--- config.mk ---
export PLATFORM = sky130hd
export DESIGN_NAME = dma_xfer_ctrl
export DESIGN_NICKNAME = d
export VERILOG_FILES = /design/src/rtl/dmax_pkg.sv /design/src/rtl/dmax_gate.sv /design/src/rtl/dmax_chan.sv /design/src/rtl/dmax_irq.sv /design/src/rtl/dma_xfer_ctrl.sv
export SDC_FILE = /design/constraint.sdc
export NUM_CORES = 1
export LEC_CHECK = 0
export CAP_MARGIN = 20
export CORE_MARGIN = 5
export CORE_UTILIZATION = 56
export CTS_CLUSTER_DIAMETER = 150
export CTS_CLUSTER_SIZE = 10
export DETAILED_ROUTE_END_ITERATION = 10
export PLACE_DENSITY_LB_ADDON = 0.3
export REMOVE_ABC_BUFFERS = 1
export SYNTH_ARGS = -nofsm -noshare
export SYNTH_HDL_FRONTEND = slang
export SYNTH_SLANG_ARGS = --single-unit
--- constraint.sdc ---
create_clock -name clk -period 5.62 [get_ports clk]
set_input_delay 1.124 -clock clk [delete_from_list [all_inputs] [get_ports clk]]
set_output_delay 1.124 -clock clk [all_outputs]
set_load 0.1 [all_outputs]
--- src/rtl/dmax_pkg.sv ---
package dmax_pkg;

  localparam int NUM_CH = 2;
  localparam int CH_RD  = 0;
  localparam int CH_WR  = 1;
  localparam int SEL_W  = 3;

  typedef enum logic [SEL_W-1:0] {
    SEL_RD_ADDR = 3'd0,
    SEL_RD_CNT  = 3'd1,
    SEL_WR_ADDR = 3'd2,
    SEL_WR_CNT  = 3'd3,
    SEL_STATUS  = 3'd4
  } reg_sel_e;

  typedef enum logic {
    SIDE_LOCAL = 1'b0,
    SIDE_HOST  = 1'b1
  } side_e;

  function automatic logic [SEL_W-1:0] addr_sel(input int ch);
    return (ch == CH_RD) ? SEL_RD_ADDR : SEL_WR_ADDR;
  endfunction

  function automatic logic [SEL_W-1:0] cnt_sel(input int ch);
    return (ch == CH_RD) ? SEL_RD_CNT : SEL_WR_CNT;
  endfunction

endpackage

--- src/rtl/dmax_gate.sv ---
module dmax_gate
  import dmax_pkg::*;
#(
  parameter int DATA_W = 32
) (
  input  logic              cfg_host_prog,
  input  logic              loc_we,
  input  logic [SEL_W-1:0]  loc_sel,
  input  logic [DATA_W-1:0] loc_wdata,
  input  logic              hst_we,
  input  logic [SEL_W-1:0]  hst_sel,
  input  logic [DATA_W-1:0] hst_wdata,
  output logic [NUM_CH-1:0] addr_ld,
  output logic [NUM_CH-1:0] cnt_ld,
  output logic [DATA_W-1:0] ld_data,
  output side_e             ld_side,
  output logic [NUM_CH-1:0] clr_loc,
  output logic [NUM_CH-1:0] clr_hst
);

  logic             own_we;
  logic [SEL_W-1:0] own_sel;

  // Only the side named by the configuration pin reaches the channel registers.
  assign own_we  = cfg_host_prog ? hst_we    : loc_we;
  assign own_sel = cfg_host_prog ? hst_sel   : loc_sel;
  assign ld_data = cfg_host_prog ? hst_wdata : loc_wdata;
  assign ld_side = cfg_host_prog ? SIDE_HOST : SIDE_LOCAL;

  always_comb begin
    for (int ch = 0; ch < NUM_CH; ch++) begin
      addr_ld[ch] = own_we && (own_sel == addr_sel(ch));
      cnt_ld[ch]  = own_we && (own_sel == cnt_sel(ch));
    end
  end

  // Status clears are open to both sides, each on its own bits.
  assign clr_loc = (loc_we && loc_sel == SEL_STATUS) ? loc_wdata[NUM_CH-1:0] : '0;
  assign clr_hst = (hst_we && hst_sel == SEL_STATUS) ? hst_wdata[2*NUM_CH-1:NUM_CH] : '0;

endmodule

--- src/rtl/dmax_chan.sv ---
module dmax_chan
  import dmax_pkg::*;
#(
  parameter int ADDR_W     = 32,
  parameter int CNT_W      = 24,
  parameter int DATA_W     = 32,
  parameter int BEAT_BYTES = 4
) (
  input  logic                  clk,
  input  logic                  rst_n,
  input  logic                  addr_ld,
  input  logic                  cnt_ld,
  input  logic [DATA_W-1:0]     ld_data,
  input  side_e                 ld_side,
  input  logic                  enable,
  input  logic                  blocked,
  input  logic                  ignore_cnt,
  input  logic                  req_ready,
  output logic                  req_valid,
  output logic [ADDR_W-1:0]     req_addr,
  output logic [BEAT_BYTES-1:0] req_be,
  output logic                  done,
  output side_e                 done_side
);

  localparam logic [CNT_W-1:0]  CNT_STEP  = CNT_W'(BEAT_BYTES);
  localparam logic [ADDR_W-1:0] ADDR_STEP = ADDR_W'(BEAT_BYTES);

  logic [ADDR_W-1:0] addr_q;
  logic [CNT_W-1:0]  cnt_q;
  logic [CNT_W-1:0]  cnt_after;
  logic              pend_q;
  logic              pend_d;
  side_e             side_q;
  logic              fire;
  logic              whole;

  assign fire  = pend_q && req_ready;
  assign whole = ignore_cnt || (cnt_q >= CNT_STEP) || (cnt_q == '0);

  always_comb begin
    if (ignore_cnt)            cnt_after = cnt_q;
    else if (cnt_q >= CNT_STEP) cnt_after = cnt_q - CNT_STEP;
    else                        cnt_after = '0;
  end

  always_comb begin
    for (int i = 0; i < BEAT_BYTES; i++)
      req_be[i] = whole || (CNT_W'(i) < cnt_q);
  end

  // A raised request is held; a new one is raised only with work left.
  always_comb begin
    if (fire)
      pend_d = enable && !blocked && (ignore_cnt || cnt_after != '0);
    else if (!pend_q)
      pend_d = enable && !blocked && (ignore_cnt || cnt_q != '0);
    else
      pend_d = 1'b1;
  end

  always_ff @(posedge clk) begin
    if (!rst_n) begin
      addr_q <= '0;
      cnt_q  <= '0;
      pend_q <= 1'b0;
      side_q <= SIDE_LOCAL;
    end else begin
      pend_q <= pend_d;
      if (addr_ld)   addr_q <= ld_data[ADDR_W-1:0];
      else if (fire) addr_q <= addr_q + ADDR_STEP;
      if (cnt_ld) begin
        cnt_q  <= ld_data[CNT_W-1:0];
        side_q <= ld_side;
      end else if (fire) begin
        cnt_q  <= cnt_after;
      end
    end
  end

  assign req_valid = pend_q;
  assign req_addr  = addr_q;
  assign done      = fire && !ignore_cnt && (cnt_after == '0);
  assign done_side = side_q;

endmodule

--- src/rtl/dmax_irq.sv ---
module dmax_irq
  import dmax_pkg::*;
(
  input  logic                  clk,
  input  logic                  rst_n,
  input  logic [NUM_CH-1:0]     done,
  input  side_e                 done_side [NUM_CH],
  input  logic [NUM_CH-1:0]     clr_loc,
  input  logic [NUM_CH-1:0]     clr_hst,
  output logic [2*NUM_CH-1:0]   status,
  output logic                  loc_irq,
  output logic                  hst_irq
);

  logic [NUM_CH-1:0] loc_q;
  logic [NUM_CH-1:0] hst_q;

  for (genvar ch = 0; ch < NUM_CH; ch++) begin : g_bit
    always_ff @(posedge clk) begin
      if (!rst_n) begin
        loc_q[ch] <= 1'b0;
        hst_q[ch] <= 1'b0;
      end else begin
        loc_q[ch] <= (loc_q[ch] && !clr_loc[ch]) || (done[ch] && done_side[ch] == SIDE_LOCAL);
        hst_q[ch] <= (hst_q[ch] && !clr_hst[ch]) || (done[ch] && done_side[ch] == SIDE_HOST);
      end
    end
  end

  assign status  = {hst_q, loc_q};
  assign loc_irq = |loc_q;
  assign hst_irq = |hst_q;

endmodule

--- src/rtl/dma_xfer_ctrl.sv ---
module dma_xfer_ctrl
  import dmax_pkg::*;
#(
  parameter int ADDR_W     = 32,
  parameter int CNT_W      = 24,
  parameter int DATA_W     = 32,
  parameter int BEAT_BYTES = 4
) (
  input  logic                  clk,
  input  logic                  rst_n,
  input  logic                  cfg_host_prog,
  input  logic                  count_ignore,
  input  logic                  loc_wr_en,
  input  logic [SEL_W-1:0]      loc_wr_sel,
  input  logic [DATA_W-1:0]     loc_wr_data,
  input  logic                  hst_wr_en,
  input  logic [SEL_W-1:0]      hst_wr_sel,
  input  logic [DATA_W-1:0]     hst_wr_data,
  input  logic                  rd_enable,
  input  logic                  wr_enable,
  input  logic                  h2l_fifo_full,
  input  logic                  l2h_fifo_empty,
  output logic                  rd_beat_valid,
  input  logic                  rd_beat_ready,
  output logic [ADDR_W-1:0]     rd_beat_addr,
  output logic [BEAT_BYTES-1:0] rd_beat_be,
  output logic                  wr_beat_valid,
  input  logic                  wr_beat_ready,
  output logic [ADDR_W-1:0]     wr_beat_addr,
  output logic [BEAT_BYTES-1:0] wr_beat_be,
  output logic [2*NUM_CH-1:0]   irq_status,
  output logic                  loc_irq,
  output logic                  hst_irq
);

  logic [NUM_CH-1:0]     addr_ld, cnt_ld, clr_loc, clr_hst;
  logic [DATA_W-1:0]     ld_data;
  side_e                 ld_side;
  logic [NUM_CH-1:0]     ch_en, ch_blk, ch_ready, ch_valid, ch_done;
  logic [ADDR_W-1:0]     ch_addr [NUM_CH];
  logic [BEAT_BYTES-1:0] ch_be   [NUM_CH];
  side_e                 ch_side [NUM_CH];

  assign ch_en[CH_RD]    = rd_enable;
  assign ch_en[CH_WR]    = wr_enable;
  assign ch_blk[CH_RD]   = h2l_fifo_full;
  assign ch_blk[CH_WR]   = l2h_fifo_empty;
  assign ch_ready[CH_RD] = rd_beat_ready;
  assign ch_ready[CH_WR] = wr_beat_ready;

  dmax_gate #(.DATA_W(DATA_W)) u_gate (
    .cfg_host_prog (cfg_host_prog),
    .loc_we        (loc_wr_en),
    .loc_sel       (loc_wr_sel),
    .loc_wdata     (loc_wr_data),
    .hst_we        (hst_wr_en),
    .hst_sel       (hst_wr_sel),
    .hst_wdata     (hst_wr_data),
    .addr_ld       (addr_ld),
    .cnt_ld        (cnt_ld),
    .ld_data       (ld_data),
    .ld_side       (ld_side),
    .clr_loc       (clr_loc),
    .clr_hst       (clr_hst)
  );

  for (genvar ch = 0; ch < NUM_CH; ch++) begin : g_ch
    dmax_chan #(
      .ADDR_W     (ADDR_W),
      .CNT_W      (CNT_W),
      .DATA_W     (DATA_W),
      .BEAT_BYTES (BEAT_BYTES)
    ) u_chan (
      .clk        (clk),
      .rst_n      (rst_n),
      .addr_ld    (addr_ld[ch]),
      .cnt_ld     (cnt_ld[ch]),
      .ld_data    (ld_data),
      .ld_side    (ld_side),
      .enable     (ch_en[ch]),
      .blocked    (ch_blk[ch]),
      .ignore_cnt (count_ignore),
      .req_ready  (ch_ready[ch]),
      .req_valid  (ch_valid[ch]),
      .req_addr   (ch_addr[ch]),
      .req_be     (ch_be[ch]),
      .done       (ch_done[ch]),
      .done_side  (ch_side[ch])
    );
  end

  dmax_irq u_irq (
    .clk       (clk),
    .rst_n     (rst_n),
    .done      (ch_done),
    .done_side (ch_side),
    .clr_loc   (clr_loc),
    .clr_hst   (clr_hst),
    .status    (irq_status),
    .loc_irq   (loc_irq),
    .hst_irq   (hst_irq)
  );

  assign rd_beat_valid = ch_valid[CH_RD];
  assign rd_beat_addr  = ch_addr[CH_RD];
  assign rd_beat_be    = ch_be[CH_RD];
  assign wr_beat_valid = ch_valid[CH_WR];
  assign wr_beat_addr  = ch_addr[CH_WR];
  assign wr_beat_be    = ch_be[CH_WR];

endmodule

# --- Word-level counts from Yosys, hierarchy flattened ---
# Cells that the tools add are included.
# Widths: inputs -> output; s select.
classes:
  muxes: 22
  add_sub_neg: 4
  reduce_logical: 68
  eq_ne: 5
  n_lt_le_gt_ge: 10
  bitwise_logic: 2
op_table:
  columns: ["operator", "count"]
  rows:
  - ["$mux 24", 8]
  - ["$mux 32", 5]
  - ["$logic_not 24->1", 4]
  - ["$lt 1x24->1 const A", 4]
  - ["$lt 2x24->1 const A", 4]
  - ["$reduce_bool 24->1", 4]
  - ["$add 32x3->32 const B", 2]
  - ["$ge 24x3->1 const B", 2]
  - ["$sub 24x3->24 const B", 2]
  - ["$logic_and 1x1->1", 26]
  - ["$logic_or 1x1->1", 20]
  - ["$reduce_bool 2->1", 4]
  - ["$logic_not 1->1", 7]
  - ["$eq 3x2->1 const B", 2]
  - ["$eq 3x3->1 const B", 2]
  - ["$mux 1", 6]
  - ["$mux 2", 2]
  - ["$reduce_or 2->1", 2]
  - ["$eq 3x1->1 const B", 1]
  - ["$logic_not 3->1", 1]
  - ["$mux 3", 1]
  - ["$not 1->1", 2]
totals:
  register_bits: 120

# --- Logic depth before layout (Yosys ltp) ---
# Gate-level depths: netlist of run 1.
logic_depth:
  ltp_word: 7
  mapped_depth: 10
  depth_no_buf: 9

# --- Modules after synthesis ---
# Synthesis of run 1 repeated with hierarchy kept, for this count alone.
unflattened:
  hier_cells: 1001
  hier_area_um2: 7857.5
by_module_without_submodules:
  columns: ["mod", "instances", "cells_each", "area_each_um2"]
  rows:
  - ["dmax_chan (g_ch[1].u_chan)", 1, 473, 3641.0]
  - ["dmax_chan (g_ch[0].u_chan)", 1, 457, 3519.6]
  - ["dmax_gate", 1, 53, 521.8]
  - ["dmax_irq", 1, 18, 175.2]

# --- Least setup slack after synthesis of run 1 ---
# Ideal clock, no wire load.
synth_timing:
  path_type: "flip-flop to output port"
  start: "register g_ch[1].u_chan.cnt_q[17]"
  end: "output wr_beat_be[1]"
  path_stages_with_launch: 8
  arrival_ns: 4.100
  slack_ns: 0.396
  required_time_ns: 4.496
  n_path_buf: 2
  cell_sequence: "dfxtp_1 > clkbuf_1 > or3_1 > or4b_2 > nor3_2 > buf_2 > o21ai_0 > or2_2"
synth_between:
  elab_chain_cells: 4
  word_cells_on_any_way: 6
  classes_between: "order compare (2); reduce/logical (4)"
synth_rtl:
  columns: ["element", "line_no", "source"]
  rows:
  - ["start: declaration", "dmax_chan.sv:30", "logic [CNT_W-1:0] cnt_q;"]
  - ["start signal: assignment", "dmax_chan.sv:73", "cnt_q <= ld_data[CNT_W-1:0];"]
  - ["start signal: assignment", "dmax_chan.sv:76", "cnt_q <= cnt_after;"]
  - ["$ge 24x3->1", "dmax_chan.sv:39", "assign whole = ignore_cnt || (cnt_q >= CNT_STEP) || (cnt_q == '0);"]
  - ["$logic_or 1x1->1 (2 in a row)", "dmax_chan.sv:39", null]
  - ["$logic_or 1x1->1 (*)", "dmax_chan.sv:49", "req_be[i] = whole || (CNT_W'(i) < cnt_q);"]
  - ["end: declaration", "dma_xfer_ctrl.sv:30", "output logic [BEAT_BYTES-1:0] wr_beat_be,"]
# Every way passes the cells marked *; elsewhere a longest branch is shown, timed or not.

# --- Final worst setup path of run 1 ---
layout_timing:
  start: "input count_ignore"
  end: "output rd_beat_be[1]"
layout_between:
  elab_chain_cells: 3
layout_rtl:
  columns: ["element", "line_no", "source"]
  rows:
  - ["start: declaration", "dma_xfer_ctrl.sv:12", "input logic count_ignore,"]
  - ["$logic_or 1x1->1 (2 in a row)", "dmax_chan.sv:39", null]
  - ["$logic_or 1x1->1", "dmax_chan.sv:49", null]
  - ["end: declaration", "dma_xfer_ctrl.sv:26", "output logic [BEAT_BYTES-1:0] rd_beat_be,"]
# No other way between the ends.

==> results.txt, run 1 <==
----------------------------------------------------
[Status]
  Result of the run ... completed

[Drt]
  Post-DR vias/cell ... 6.457
  Wire length after detailed routing ... 25870 microns
  DRC violation count after routing ... 0
  Iter 0 DRT Violations ... 1081
  Total vias in the final route ... 8362
  Routed wire length per instance ... 19.98 microns
  First-pass iteration count of the detailed router ... 6
  Antenna-violating nets left ... 0

[Logic synthesis]
  Warnings from Yosys ... 0
  Synth top area share ... 31.81%
  Top cells by area in the synthesized netlist ... sky130_fd_sc_hd__dfxtp_1 32%, sky130_fd_sc_hd__a211oi_1 7.2%, sky130_fd_sc_hd__nor2_1 5.7%
  Top flip-flop cell by instance count after synthesis ... sky130_fd_sc_hd__dfxtp_1
  Cell type with the highest aggregate area in the netlist ... sky130_fd_sc_hd__dfxtp_1
  FF+latch count, synth ... 120
  Sequential fraction of the synthesis area ... 31.81%
  Average instance area after synthesis ... 7.659 sq um
  Synth cell types ... 62
  Most used standard cells in the synthesized netlist ... 120 x sky130_fd_sc_hd__dfxtp_1, 115 x sky130_fd_sc_hd__nor2_1, 88 x sky130_fd_sc_hd__nand2_1, 72 x sky130_fd_sc_hd__a211oi_1, 59 x sky130_fd_sc_hd__clkbuf_1
  Async S/R FF share, synth ... 0%
  Most instantiated library cell after synthesis ... sky130_fd_sc_hd__dfxtp_1
  Count of flip-flops with a built-in enable after synthesis ... 0
  Synth Cell Area ... 0.007552 sq mm
  Cells after Synth ... 986

[Timing]
  Minimum clock period after layout ... 4644 ps
  Final Hold Violating Endpoints ... 0
  Setup repair after global routing missed its margin ... no
  Max transition margin ... 29.69%
  Final count of pins violating max slew ... 0
  Peak Freq ... 0.2153 GHz
  Post-Route Skew ... 5.720 ps
  Hold slack final ... 489.5 ps
  Final setup violation count ... 0
  Sum Neg Setup Slack ... 0 ps
  Final period utilization ... 82.63%
  Slew of the pin with the lowest slew margin ... 1051 ps

[Worst setup path]
  Terminus of the critical flop-to-flop path ... u_irq.status[1]$_SDFF_PN0_
  R2R depth ... 7
  Data arrival, critical path ... 3520 ps
  Startpoint of the most critical register-to-register path ... g_ch[1].u_chan.cnt_q[4]$_SDFFE_PN0P_
  Worst-path maximum fanout ... 17
  Kind of end point of the critical path ... output port
  CP max-delay cell ... sky130_fd_sc_hd__clkdlybuf4s50_1
  Sequence of cells on the critical path ... clkdlybuf4s50_1, or3_1, nor3_1, o21ai_0, or2_2, buf_4
  Delay of the slowest cell on the worst path ... 720 ps
  CP Class ... input port to output port
  Worst Path Required ... 4500 ps
  Internal reg-to-reg setup slack ... 2480 ps
  CP Launch Type ... input port

[Global routing]
  First-pass GRT wire length ... 40520 microns
  Initial antenna violation count ... 0
  Maximum number of pins on one net before global-route repair ... 52
  Aggregate global routing overflow ... 0
  Vias in the first global route ... 7758
  GR Util All Layers ... 31.47%

[Die]
  FP Rows ... 42
  Placeable Area ... 0.01324 sq mm
  Total I/O pin count ... 162
  Chip width ... 126.1 microns
  Die outline area ... 0.01591 sq mm
  Vertical extent of the die ... 126.1 microns
  Effective utilization at floorplan ... 57.03%

[Final layout]
  Filler Cells Inserted ... 1044
  Footprint of the multi-input gates ... 0.004803 sq mm
  Antenna diodes ... 0
  Post-layout nets ... 1194
  Area added between synthesis and finish ... 30.05%
  Sequential cell area ... 0.002402 sq mm
  Fraction of final layout cells with drive strength greater than 1 ... 7.417%

[Hold path]
  Min-delay worst type ... register to register
  Worst min-delay path endpoint ... g_ch[1].u_chan.done_side$_SDFFE_PN0P_
  Number of stages on the worst hold path ... 2
  Launch instance of the worst min-delay path ... g_ch[1].u_chan.done_side$_SDFFE_PN0P_

[Clock tree]
  Clock Tree Root ... sky130_fd_sc_hd__clkbuf_16
  Number of buffers inserted during clock tree synthesis ... 17
  Clock-pin slew reported for the worst setup and hold paths after clock tree synthesis ... 50 ps
  Clk Latency, worst-skew pair ... 420 ps
  Clock Path Buffers ... 2
  Post-CTS Hold Buffers ... 0
  Number of sinks on the clock net ... 120
  Clock tree from TritonCTS ... built
  H-tree depth reported by CTS ... 4
  CTS resizes ... 0
  Number of setup buffers added after CTS ... 0

[Placed design]
  Post-detail-place hpwl ... 17830 microns
  IO Port Bufs ... 159
  Routability Congestion ... 0.9555

[Pwr]
  Total leakage power ... 3.543 nW
  Highest ir drop seen on vdd ... 0.0002072 V
  Power density of the placed cells ... 295.3 mW/mm^2

[Job]
  Max_cap viols ... 0

----------------------------------------------------
[logic make-up after synthesis]
logic type      share of synthesized area (%)
buf+inv                                 4.721
other cells                           0.04965
compound gates                          21.50
xor+xnor                                7.074
flops                                   31.81
fa+ha+maj                              0.9940
simple gates                            28.76
mux                                     5.086
[worst max-delay path by stage]
stage | slack, ps | endpoint | startpoint | cells after the start
after floorplan | 230 | wr_beat_be[1] | g_ch[1].u_chan.cnt_q[16]$_SDFFE_PN0P_ | 5
after global placement | 1020 | rd_beat_be[1] | count_ignore | 6
after detailed placement | 1000 | rd_beat_be[1] | count_ignore | 6
after CTS | 990 | rd_beat_be[1] | count_ignore | 6
after global routing | 770 | rd_beat_be[1] | count_ignore | 6
final | 980 | rd_beat_be[1] | count_ignore | 6
[flip-flops by register name, indices dropped and copies added (netlist names)]
| name | cells |
|---|---|
| g_ch.u_chan.req_addr | 64 |
| g_ch.u_chan.cnt_q | 48 |
| u_irq.status | 4 |
| g_ch.u_chan.done_side | 2 |
| g_ch.u_chan.req_valid | 2 |
[area by class of cell]
type / count / area share [%]
timing repair buffer: 171 / 17.04
multi-input combinational: 777 / 48.90
clock buffer: 17 / 4.331
tap: 176 / 2.242
sequential: 120 / 24.46
clock inverter: 15 / 2.293
inverter: 19 / 0.7261
[stage by stage]
stage,utilization [%],power (mW),area [sq um],instances,setup WS (ps)
after floorplan,-,1.441,7271,916,225.3
after global placement,69.26,1.678,9171,1263,1021
after detailed placement,69.26,1.684,9171,1263,1004
after CTS,74.17,2.888,9822,1295,987.3
after global routing,74.17,2.996,9822,1295,769.1
final,74.17,2.900,9822,1295,976.1
[critical path, delay by kind of cell]
kind,cells,cell delay [ps]
buffers and inverters,2,950
and+or+nand+nor,3,1260
AOI/OAI and AO/OA,1,190
[per-layer routing]
metal	routed length [microns]	track usage, %	vias to the layer above
met5	0	0	-
met2	12260	50.77	431
met1	10580	41.03	3964
li1	-	-	3887
met3	2159	7.113	80
met4	870	12.24	0
[where the power goes]
part / total, mW / switching (mW) / internal [mW]
clock: 1.21 / 0.426 / 0.788
sequential: 0.953 / 0.0596 / 0.893
combinational: 0.734 / 0.480 / 0.254
[placed cells by master (no fill, tap or decap), drive strengths merged, types with 5 or more instances in the layout]
cell type,instances
clkdlybuf4s50,152
dfxtp,120
nor2,115
nand2,88
a211oi,72
o21ai,54
nor3,49
a21oi,46
nand3,35
xnor2,35
xor2,26
mux2i,26
and3,26
inv,21
nand4,20
nor4,20
buf,19
a221oi,17
clkbuf,17
mux2,11
or2,10
and2,10
or3,9
a31oi,9
or4,8
o311a,7
nor3b,6
nand2b,6
o21a,6
and4,6
ha,6
nand3b,5
bufinv,5
or4b,5
No activity file was read; power rests on OpenSTA's default activity.
==> run 2, diff against run 1 <==
- CORE_UTILIZATION: 56 -> 52
- clock period: 5.62 -> 4.73 ns (I/O delays scaled with it)
==> results.txt, run 2 (synthesis results as in run 1) <==
----------------------------------------------------
[Timing]
  Final Hold Violating Endpoints ... 0
  Max transition margin ... 19.78%
  Peak Freq ... 0.2335 GHz
  Slew of the pin with the lowest slew margin ... 1170 ps
  Final period utilization ... 90.55%
  Final setup violation count ... 0
  Final count of pins violating max slew ... 0
  Minimum clock period after layout ... 4283 ps
  Setup repair after global routing missed its margin ... no
  Post-Route Skew ... 8.953 ps

[Global routing]
  Met2 usage in global routing ... 46.50%
  Met3 usage in global routing ... 6.016%
  Vias in the first global route ... 7481
  Initial antenna violation count ... 0
  Most Crowded Layer GR ... met2
  Aggregate global routing overflow ... 0
  GR Util All Layers ... 29.37%
  First-pass GRT wire length ... 39340 microns
  Met1 track utilization from global routing ... 38.66%
  Maximum number of pins on one net before global-route repair ... 43

[Pwr]
  Switch share ... 34.24%
  Highest ir drop seen on vdd ... 0.0002666 V
  Total power ... 3.242 mW
  Combinational cell fraction of total power ... 27.3%
  Total leakage power ... 3.576 nW
  Power density of the placed cells ... 329.1 mW/mm^2
  Switching Power ... 1.110 mW
  Clock Power Share ... 37.8%
  Part of the total power dissipated in sequential elements ... 34.9%
  Int Pwr ... 2.132 mW

[Die]
  Chip width ... 130.5 microns
  Total I/O pin count ... 162
  FP Rows ... 44
  Vertical extent of the die ... 130.5 microns
  Effective utilization at floorplan ... 52.56%
  Placeable Area ... 0.01437 sq mm
  Die outline area ... 0.01703 sq mm

[Final layout]
  Area added between synthesis and finish ... 30.43%
  Final Instance Area ... 0.009851 sq mm
  Filler Cells Inserted ... 1209
  Fraction of final layout cells with drive strength greater than 1 ... 7.720%
  Commonest non-fill, non-tap cell in the layout ... sky130_fd_sc_hd__clkdlybuf4s50_1
  Antenna diodes ... 0
  Number of flip-flops in the largest register ... 64
  Commonest cells after routing, fill and taps aside ... 152 x sky130_fd_sc_hd__clkdlybuf4s50_1, 120 x sky130_fd_sc_hd__dfxtp_1, 115 x sky130_fd_sc_hd__nor2_1
  Post-layout nets ... 1203

[Drt]
  Antenna-violating nets left ... 0
  First-pass iteration count of the detailed router ... 6
  Post-DR vias/cell ... 6.290
  Wire length after detailed routing ... 25510 microns
  Iter 0 DRT Violations ... 843
  Routed wire length per instance ... 19.46 microns
  DRC violation count after routing ... 0
  Total vias in the final route ... 8246

[Clock tree]
  Number of buffers inserted during clock tree synthesis ... 17
  Number of sinks on the clock net ... 120
  Clock tree from TritonCTS ... built
  CTS resizes ... 0
  Clock-pin slew reported for the worst setup and hold paths after clock tree synthesis ... 60 ps
  Post-CTS Hold Buffers ... 0
  Clk Latency, worst-skew pair ... 420 ps
  Clock Tree Root ... sky130_fd_sc_hd__clkbuf_16
  H-tree depth reported by CTS ... 4
  Number of setup buffers added after CTS ... 0
  Clock Path Buffers ... 2

[Worst setup path]
  Startpoint of the most critical register-to-register path ... g_ch[1].u_chan.cnt_q[2]$_SDFFE_PN0P_
  Internal reg-to-reg setup slack ... 1550 ps
  CP Launch Type ... register
  Worst-path maximum fanout ... 8
  Data arrival, critical path ... 3340 ps
  CP Class ... register to output port
  Kind of end point of the critical path ... output port
  Worst setup path startpoint ... g_ch[0].u_chan.cnt_q[13]$_SDFFE_PN0P_
  Worst Path Required ... 3780 ps

[Job]
  Max_cap viols ... 0

[Placed design]
  Routability Congestion ... 0.9253
  IO Port Bufs ... 159
  Post-detail-place hpwl ... 18150 microns
  Total cell area at the placement stage ... 0.009299 sq mm

[Hold path]
  Launch instance of the worst min-delay path ... g_ch[1].u_chan.done_side$_SDFFE_PN0P_
  Min-delay worst type ... register to register

[Status]
  Result of the run ... completed

----------------------------------------------------
-- run 2: changes by cell type in the layout (fill, tap and decap cells not counted) --
| cell | change |
|---|---|
| sky130_fd_sc_hd__clkbuf_8 | +3 |
| sky130_fd_sc_hd__bufinv_16 | -4 |
| sky130_fd_sc_hd__clkinv_2 | +1 |
| sky130_fd_sc_hd__buf_12 | +4 |
| sky130_fd_sc_hd__inv_6 | -2 |
| sky130_fd_sc_hd__clkbuf_1 | +4 |
| sky130_fd_sc_hd__clkinvlp_4 | -3 |
| sky130_fd_sc_hd__buf_4 | +5 |
-- run 2: area by class of cell --
type	count	area, sq um	share of cell area, %
Clock buffer	24	481.7	4.890
Clock inverter	7	70.07	0.7113
Inverter	19	71.32	0.7240
Multi-Input combinational cell	777	4803	48.76
Sequential cell	120	2402	24.39
Tap cell	184	230.2	2.337
Timing Repair Buffer	180	1792	18.19
-- run 2: through the flow --
stage	util, %	hold WS [ps]	std cells	setup slack (ps)	TNS (ps)
global route	68.56	527.9	1311	276.8	0
finish	68.56	489.0	1311	446.8	0
CTS	68.56	490.6	1311	481.4	0
global placement	64.72	461.6	1280	736.9	0
floorplan	-	444.5	916	-486.7	-534.2
detailed placement	64.72	483.0	1280	675.3	0
-- run 2: metal layers --
layer / part of all wire [%] / vias up / wire [microns]
met1: 42 / 3871 / 10690
met2: 47 / 401 / 11920
met3: 7.5 / 73 / 1910
met4: 3.9 / 0 / 994
met5: 0 / - / 0
li1: - / 3901 / -
-- run 2: power by group through the flow --
stage	Sequential, mW	Combinational, mW	Clock (mW)
CTS	1.13	0.872	1.23
global route	1.14	0.941	1.28
global placement	1.15	0.860	0
floorplan	1.30	0.407	0
finish	1.13	0.885	1.23
detailed placement	1.15	0.867	0
-- run 2: path summary, 6_finish.rpt --
path / end / cells past startpoint
hold reg to reg: g_ch[1].u_chan.done_side$_SDFFE_PN0P_ / 2
setup reg to reg: u_irq.status[1]$_SDFF_PN0_ / 9
setup / recovery: rd_beat_be[1] / 7
hold / removal: g_ch[1].u_chan.done_side$_SDFFE_PN0P_ / 2
-- run 2: worst max-delay path: stages, from the launching register on --
cell	delay, ps
sky130_fd_sc_hd__dfxtp_1	370
sky130_fd_sc_hd__or4_1	630
sky130_fd_sc_hd__nor4_1	620
sky130_fd_sc_hd__nand4_1	190
sky130_fd_sc_hd__nor3_1	350
sky130_fd_sc_hd__o21ai_0	240
sky130_fd_sc_hd__or2_2	350
sky130_fd_sc_hd__buf_12	170
